$ cat config.mk
export PLATFORM = sky130hd
export DESIGN_NAME = pwm_bank_apb
export DESIGN_NICKNAME = d
export VERILOG_FILES = /design/src/rtl/pwmt_pkg.sv /design/src/rtl/pwmt_decode.sv /design/src/rtl/pwmt_channel.sv /design/src/rtl/pwm_bank_apb.sv
export SDC_FILE = /design/constraint.sdc
export NUM_CORES = 2
export LEC_CHECK = 0
export BUFFER_PORTS_ARGS = -buffer_cell sky130_fd_sc_hd__buf_2
export CORE_MARGIN = 1
export CORE_UTILIZATION = 55
export DETAILED_ROUTE_END_ITERATION = 8
export PLACE_DENSITY_LB_ADDON = 0.12
export SLEW_MARGIN = 20
export SYNTH_ARGS = -nofsm -noshare
export SYNTH_HDL_FRONTEND = slang
export SYNTH_SLANG_ARGS = --single-unit
export TNS_END_PERCENT = 20
$ cat constraint.sdc
create_clock -name clk -period 6.05 [get_ports clk]
set_input_delay 0.9075 -clock clk [delete_from_list [all_inputs] [get_ports clk]]
set_output_delay 0.9075 -clock clk [all_outputs]
set_load 0.02 [all_outputs]
$ cat src/rtl/pwmt_pkg.sv
package pwmt_pkg;

    // control word layout; bit positions are decoded by software
    localparam int CTRL_W = 9;
    localparam int B_RUN   = 0;
    localparam int B_XCLK  = 1;  // stored only
    localparam int B_NEDGE = 2;  // stored only
    localparam int B_DRIVE = 3;
    localparam int B_ONCE  = 4;
    localparam int B_IMASK = 5;
    localparam int B_FLAG  = 6;
    localparam int B_HOLD  = 7;
    localparam int B_CAPT  = 8;  // stored only

    typedef enum logic [1:0] {
        SEL_CNT  = 2'd0,
        SEL_DUTY = 2'd1,
        SEL_PER  = 2'd2,
        SEL_CTRL = 2'd3
    } regsel_e;

endpackage

$ cat src/rtl/pwmt_decode.sv
module pwmt_decode
    import pwmt_pkg::*;
#(
    parameter int ADDR_W      = 16,
    parameter int BANK_BIT    = 15,
    parameter int CH_PER_BANK = 4,
    parameter int NUM_BANKS   = 2
) (
    input  logic [ADDR_W-1:0]                                  addr,
    output logic                                               hit,
    output logic [$clog2(NUM_BANKS)+$clog2(CH_PER_BANK)-1:0]   ch_idx,
    output regsel_e                                            sel
);
    localparam int CH_BITS   = $clog2(CH_PER_BANK);
    localparam int BANK_BITS = $clog2(NUM_BANKS);
    localparam logic [ADDR_W-1:0] LOW_MASK  = ADDR_W'((1 << (4 + CH_BITS)) - 1);
    localparam logic [ADDR_W-1:0] BANK_MASK = ADDR_W'(((1 << BANK_BITS) - 1) << BANK_BIT);
    localparam logic [ADDR_W-1:0] USED_MASK = LOW_MASK | BANK_MASK;

    always_comb begin
        hit    = ((addr & ~USED_MASK) == '0);
        ch_idx = {addr[BANK_BIT +: BANK_BITS], addr[4 +: CH_BITS]};
        sel    = regsel_e'(addr[3:2]);
    end
endmodule

$ cat src/rtl/pwmt_channel.sv
module pwmt_channel
    import pwmt_pkg::*;
#(
    parameter int CNT_W  = 32,
    parameter int DATA_W = 32
) (
    input  logic              clk,
    input  logic              rst_n,
    input  logic              wr_en,
    input  regsel_e           wr_sel,
    input  logic [DATA_W-1:0] wr_data,
    output logic [CNT_W-1:0]  cnt_o,
    output logic [CNT_W-1:0]  duty_o,
    output logic [CNT_W-1:0]  period_o,
    output logic [CTRL_W-1:0] ctrl_o,
    output logic              pwm_n_o,
    output logic              oe_o,
    output logic              irq_o
);
    typedef struct packed {
        logic [CNT_W-1:0]  cnt;
        logic [CNT_W-1:0]  duty;
        logic [CNT_W-1:0]  period;
        logic [CTRL_W-1:0] ctrl;
    } chan_t;

    chan_t          st_d, st_q;
    logic [CNT_W:0] cnt_inc;
    logic           last_tick;
    logic           cnt_wr;
    logic           period_end;

    always_comb begin
        st_d       = st_q;
        cnt_inc    = {1'b0, st_q.cnt} + 1'b1;
        last_tick  = (cnt_inc >= {1'b0, st_q.period});
        cnt_wr     = wr_en && (wr_sel == SEL_CNT);
        period_end = st_q.ctrl[B_RUN] && !st_q.ctrl[B_HOLD] && !cnt_wr && last_tick;

        if (wr_en) begin
            unique case (wr_sel)
                SEL_DUTY: st_d.duty   = wr_data[CNT_W-1:0];
                SEL_PER:  st_d.period = wr_data[CNT_W-1:0];
                SEL_CTRL: begin
                    st_d.ctrl         = wr_data[CTRL_W-1:0];
                    st_d.ctrl[B_FLAG] = st_q.ctrl[B_FLAG] & wr_data[B_FLAG];
                end
                default: ;
            endcase
        end

        if (st_q.ctrl[B_HOLD]) begin
            st_d.cnt = '0;
        end else if (cnt_wr) begin
            st_d.cnt = wr_data[CNT_W-1:0];
        end else if (st_q.ctrl[B_RUN]) begin
            st_d.cnt = last_tick ? '0 : cnt_inc[CNT_W-1:0];
        end

        if (period_end) begin
            st_d.ctrl[B_FLAG] = 1'b1;
            if (st_q.ctrl[B_ONCE]) begin
                st_d.ctrl[B_RUN] = 1'b0;
            end
        end
    end

    always_ff @(posedge clk or negedge rst_n) begin
        if (!rst_n) begin
            st_q <= '0;
        end else begin
            st_q <= st_d;
        end
    end

    assign cnt_o    = st_q.cnt;
    assign duty_o   = st_q.duty;
    assign period_o = st_q.period;
    assign ctrl_o   = st_q.ctrl;
    assign oe_o     = st_q.ctrl[B_DRIVE];
    assign pwm_n_o  = !(st_q.ctrl[B_DRIVE] && (st_q.cnt < st_q.duty));
    assign irq_o    = st_q.ctrl[B_FLAG] & st_q.ctrl[B_IMASK];
endmodule

$ cat src/rtl/pwm_bank_apb.sv
module pwm_bank_apb
    import pwmt_pkg::*;
#(
    parameter int NUM_BANKS   = 2,
    parameter int CH_PER_BANK = 4,
    parameter int CNT_W       = 32,
    parameter int ADDR_W      = 16,
    parameter int BANK_BIT    = 15,
    parameter int DATA_W      = 32
) (
    input  logic                             clk,
    input  logic                             rst_n,
    input  logic                             psel,
    input  logic                             penable,
    input  logic                             pwrite,
    input  logic [ADDR_W-1:0]                paddr,
    input  logic [DATA_W-1:0]                pwdata,
    output logic [DATA_W-1:0]                prdata,
    output logic [NUM_BANKS*CH_PER_BANK-1:0] pwm_n,
    output logic [NUM_BANKS*CH_PER_BANK-1:0] pwm_oe,
    output logic [NUM_BANKS*CH_PER_BANK-1:0] irq
);
    localparam int NUM_CH = NUM_BANKS * CH_PER_BANK;
    localparam int IDX_W  = $clog2(NUM_BANKS) + $clog2(CH_PER_BANK);

    logic              hit;
    logic [IDX_W-1:0]  idx;
    regsel_e           sel;
    logic              wr_stb;
    logic [NUM_CH-1:0] ch_wr;

    logic [CNT_W-1:0]  cnt_all    [NUM_CH];
    logic [CNT_W-1:0]  duty_all   [NUM_CH];
    logic [CNT_W-1:0]  period_all [NUM_CH];
    logic [CTRL_W-1:0] ctrl_all   [NUM_CH];

    pwmt_decode #(
        .ADDR_W      (ADDR_W),
        .BANK_BIT    (BANK_BIT),
        .CH_PER_BANK (CH_PER_BANK),
        .NUM_BANKS   (NUM_BANKS)
    ) u_dec (
        .addr   (paddr),
        .hit    (hit),
        .ch_idx (idx),
        .sel    (sel)
    );

    assign wr_stb = psel && penable && pwrite && hit;

    for (genvar g = 0; g < NUM_CH; g++) begin : g_ch
        assign ch_wr[g] = wr_stb && (idx == IDX_W'(g));

        pwmt_channel #(
            .CNT_W  (CNT_W),
            .DATA_W (DATA_W)
        ) u_ch (
            .clk      (clk),
            .rst_n    (rst_n),
            .wr_en    (ch_wr[g]),
            .wr_sel   (sel),
            .wr_data  (pwdata),
            .cnt_o    (cnt_all[g]),
            .duty_o   (duty_all[g]),
            .period_o (period_all[g]),
            .ctrl_o   (ctrl_all[g]),
            .pwm_n_o  (pwm_n[g]),
            .oe_o     (pwm_oe[g]),
            .irq_o    (irq[g])
        );
    end

    always_comb begin
        prdata = '0;
        if (psel && !pwrite && hit) begin
            unique case (sel)
                SEL_CNT:  prdata = DATA_W'(cnt_all[idx]);
                SEL_DUTY: prdata = DATA_W'(duty_all[idx]);
                SEL_PER:  prdata = DATA_W'(period_all[idx]);
                SEL_CTRL: prdata = DATA_W'(ctrl_all[idx]);
                default:  prdata = '0;
            endcase
        end
    end
endmodule

==> results.json <==
{
  "syn2layout_area_growth_pct": 9.13,
  "wl_per_cell_um": 27.5,
  "drive_gt1_frac": 0.188,
  "antenna_found_initial": 6,
  "grt_max_degree": 138,
  "cts_buffers": 99,
  "dr.first_iter.drc_count": 5542,
  "stdcell_count": 7122,
  "place_area_um2": 59400,
  "fin_worst_skew_ps": 21.9,
  "slew_headroom": 0.219,
  "tns_ps": 0,
  "vias_per_cell": 6.45,
  "ys_types": 90,
  "core-area_um2": 104000,
  "worstSetupPathType": "reg -> reg",
  "antenna_left": 0,
  "synth.most_common_cell": "dfrtp_1",
  "post_cts_buffers": 0,
  "vias": 46000,
  "ir_worst_vdd_v": 0.000198,
  "multi_input_area_um2": 32900,
  "status": "complete, no violations",
  "power_density_nw_per_um2": 203,
  "crit_path_top_delay_cell": "dfrtp_1",
  "hold_buffers": 0,
  "crit_path_start_kind": "register",
  "dpl.hpwl_um": 149000,
  "timing.fmax_mhz": 184,
  "grt.overflow.total": 0,
  "place.gp.congestion": 1.01,
  "ys_seq_area_frac": 0.365,
  "rsz0062_at_grt": "no",
  "setup_viol": 0,
  "placedCellCount": 6943,
  "cp_slowest_stage_delay_ps": 460,
  "finalInstanceArea_um2": 62800,
  "die_h_um": 326,
  "synth_edf_count": 0,
  "hp-class": "in -> async",
  "htreeDepth": 3,
  "rows": 118,
  "clock_sink_count": 840,
  "syn-num-nets": 6264,
  "firstDrtPassIters": 6,
  "crit_arrival_ps": 6010,
  "die_w_um": 326,
  "ys_top_cells_by_count": "dfrtp_1 (840), inv_1 (586), nand2_1 (552), ha_1 (512), mux2_2 (383)",
  "synthTopCellsByArea": "dfrtp_1 (37%), ha_1 (11%), mux4_2 (8.8%)",
  "grt_pass1_wl_um": 290000,
  "fin_crit_ps": 5440,
  "fillers": 8738,
  "p_leak_nw": 31.2,
  "io_buffers": 106,
  "num-nets-final": 6229,
  "synth-seq-cells": 840,
  "synth_top_area_share": 0.365,
  "syn_area_um2": 57600,
  "start_util": 0.556,
  "die-area_um2": 106000,
  "clock_latency_ps": 700,
  "drc": 0,
  "critical_path.cell_chain": "ha_1, nand2_1, nor2_1, nand2_1, nor2_1, and3_1, and3_1, xnor2_1, inv_1, ha_1, nand4_1, nor4_2, o311ai_0, and4_1, o21ai_2, or3_1, buf_12, o21ai_0, a211o_1",
  "synth-main-ff-cell": "dfrtp_1",
  "clk_path_buf_depth": 3,
  "synth_cells": 5699,
  "maxSlewViolCount": 0,
  "cp.required_ps": 6620,
  "clk_pin_slew_ps": 60,
  "hold_viol_final": 0,
  "grt_usage": 0.369,
  "synthArstFlopShare": 1.00,
  "root_buffer": "clkbuf_16",
  "synth_top_area_cell": "dfrtp_1",
  "syn_avg_cell_area_um2": 10.1,
  "io_pins": 109,
  "period_share": 0.900,
  "post_cts_resize_count": 0,
  "worst_slew_pin_slew_ps": 1170,
  "yosys_warnings": 0,
  "path_max_fanout": 27,
  "maxCapViolations": 0,
  "worstSetupEndpointType": "register",
  "cts_tree": "done",
  "seqCellArea_um2": 21000,
  "grt_pass1_vias": 44000,
  "routed_wl_um": 196000
}
[cell usage in the layout (no fill, tap or decap), types with 151 or more instances in the layout]
master     n
nand2_1  544
o21ai_0  366
inv_1    586
mux4_2   226
a22oi_1  207
dfrtp_1  840
mux2_2   383
a21oi_1  151
nand3_1  182
ha_1     512
[cell families after synthesis]
kind of cell / after synthesis / share of synthesized area
mux: 696 / 0.178
buf+inv: 932 / 0.0663
flops: 840 / 0.365
xor+xnor: 240 / 0.0365
compound gates: 1105 / 0.122
fa+ha+maj: 512 / 0.111
simple gates: 1374 / 0.120
[metal layers]
layer	vias to the layer above	GRT usage	part of all wire
li1	20300	-	-
met2	2131	0.552	0.44
met1	23100	0.533	0.42
met5	-	0	0.00014
met4	4	0.141	0.041
met3	348	0.0661	0.096
[registers in the layout, summed over array words and instances, names as in the netlist]
signal	cells
g_ch.u_ch.cnt_o	256
g_ch.u_ch.ctrl_o	72
g_ch.u_ch.duty_o	256
g_ch.u_ch.period_o	256
[report_power, final]
| group | total, mW | switching [mW] | internal (mW) | leakage [nW] |
|---|---|---|---|---|
| clock network | 6.48 | 2.56 | 3.93 | 1.69 |
| registers | 5.63 | 0.00953 | 5.62 | 10.7 |
| logic | 0.636 | 0.458 | 0.178 | 18.9 |
[critical path, delay by kind of cell, from the launching register on]
kind,cells,cell delay [ps]
adder cells (fa/ha/maj),2,630
flip-flops,1,460
AO/OA/AOI/OAI,4,990
AND/OR/NAND/NOR,10,2780
buffers and inverters,2,300
XOR/XNOR,1,140
[path summary, 6_finish.rpt]
path                                                    start                                    end  slack, ps  cells past startpoint
setup / recovery            g_ch[7].u_ch.cnt_o[1]$_DFFE_PN0P_     g_ch[7].u_ch.cnt_o[16]$_DFFE_PN0P_        610                     19
hold / removal                                          rst_n     g_ch[7].u_ch.duty_o[4]$_DFFE_PN0P_        280                      1
setup reg to reg            g_ch[7].u_ch.cnt_o[1]$_DFFE_PN0P_     g_ch[7].u_ch.cnt_o[16]$_DFFE_PN0P_        610                     19
hold reg to reg            g_ch[7].u_ch.ctrl_o[4]$_DFFE_PN0P_       g_ch[7].u_ch.ctrl_o[0]$_DFF_PN0_        460                      1
max in group asynchronous                               rst_n  g_ch[7].u_ch.period_o[26]$_DFFE_PN0P_       4320                      2
min in group clk           g_ch[7].u_ch.ctrl_o[4]$_DFFE_PN0P_       g_ch[7].u_ch.ctrl_o[0]$_DFF_PN0_        460                      1
[final cells by class]
class,instances,share of cell area
flip-flops and latches,840,0.334
multi-input cells,3927,0.524
diodes,2,0.0000796
repair buffers,209,0.0240
clock buffers,140,0.0458
clock inverters,37,0.00918
well taps,1380,0.0275
inverters,587,0.0351
[per-stage QoR]
stage	setup WS (ps)	utilization	power [mW]	hold slack [ps]
floorplan	2110	-	6.05	430
global placement	802	0.573	6.36	451
detailed placement	760	0.573	6.36	457
CTS	741	0.606	12.8	324
global route	211	0.606	13.1	364
finish	608	0.606	12.8	284
Power figures use the tool's default switching activity.
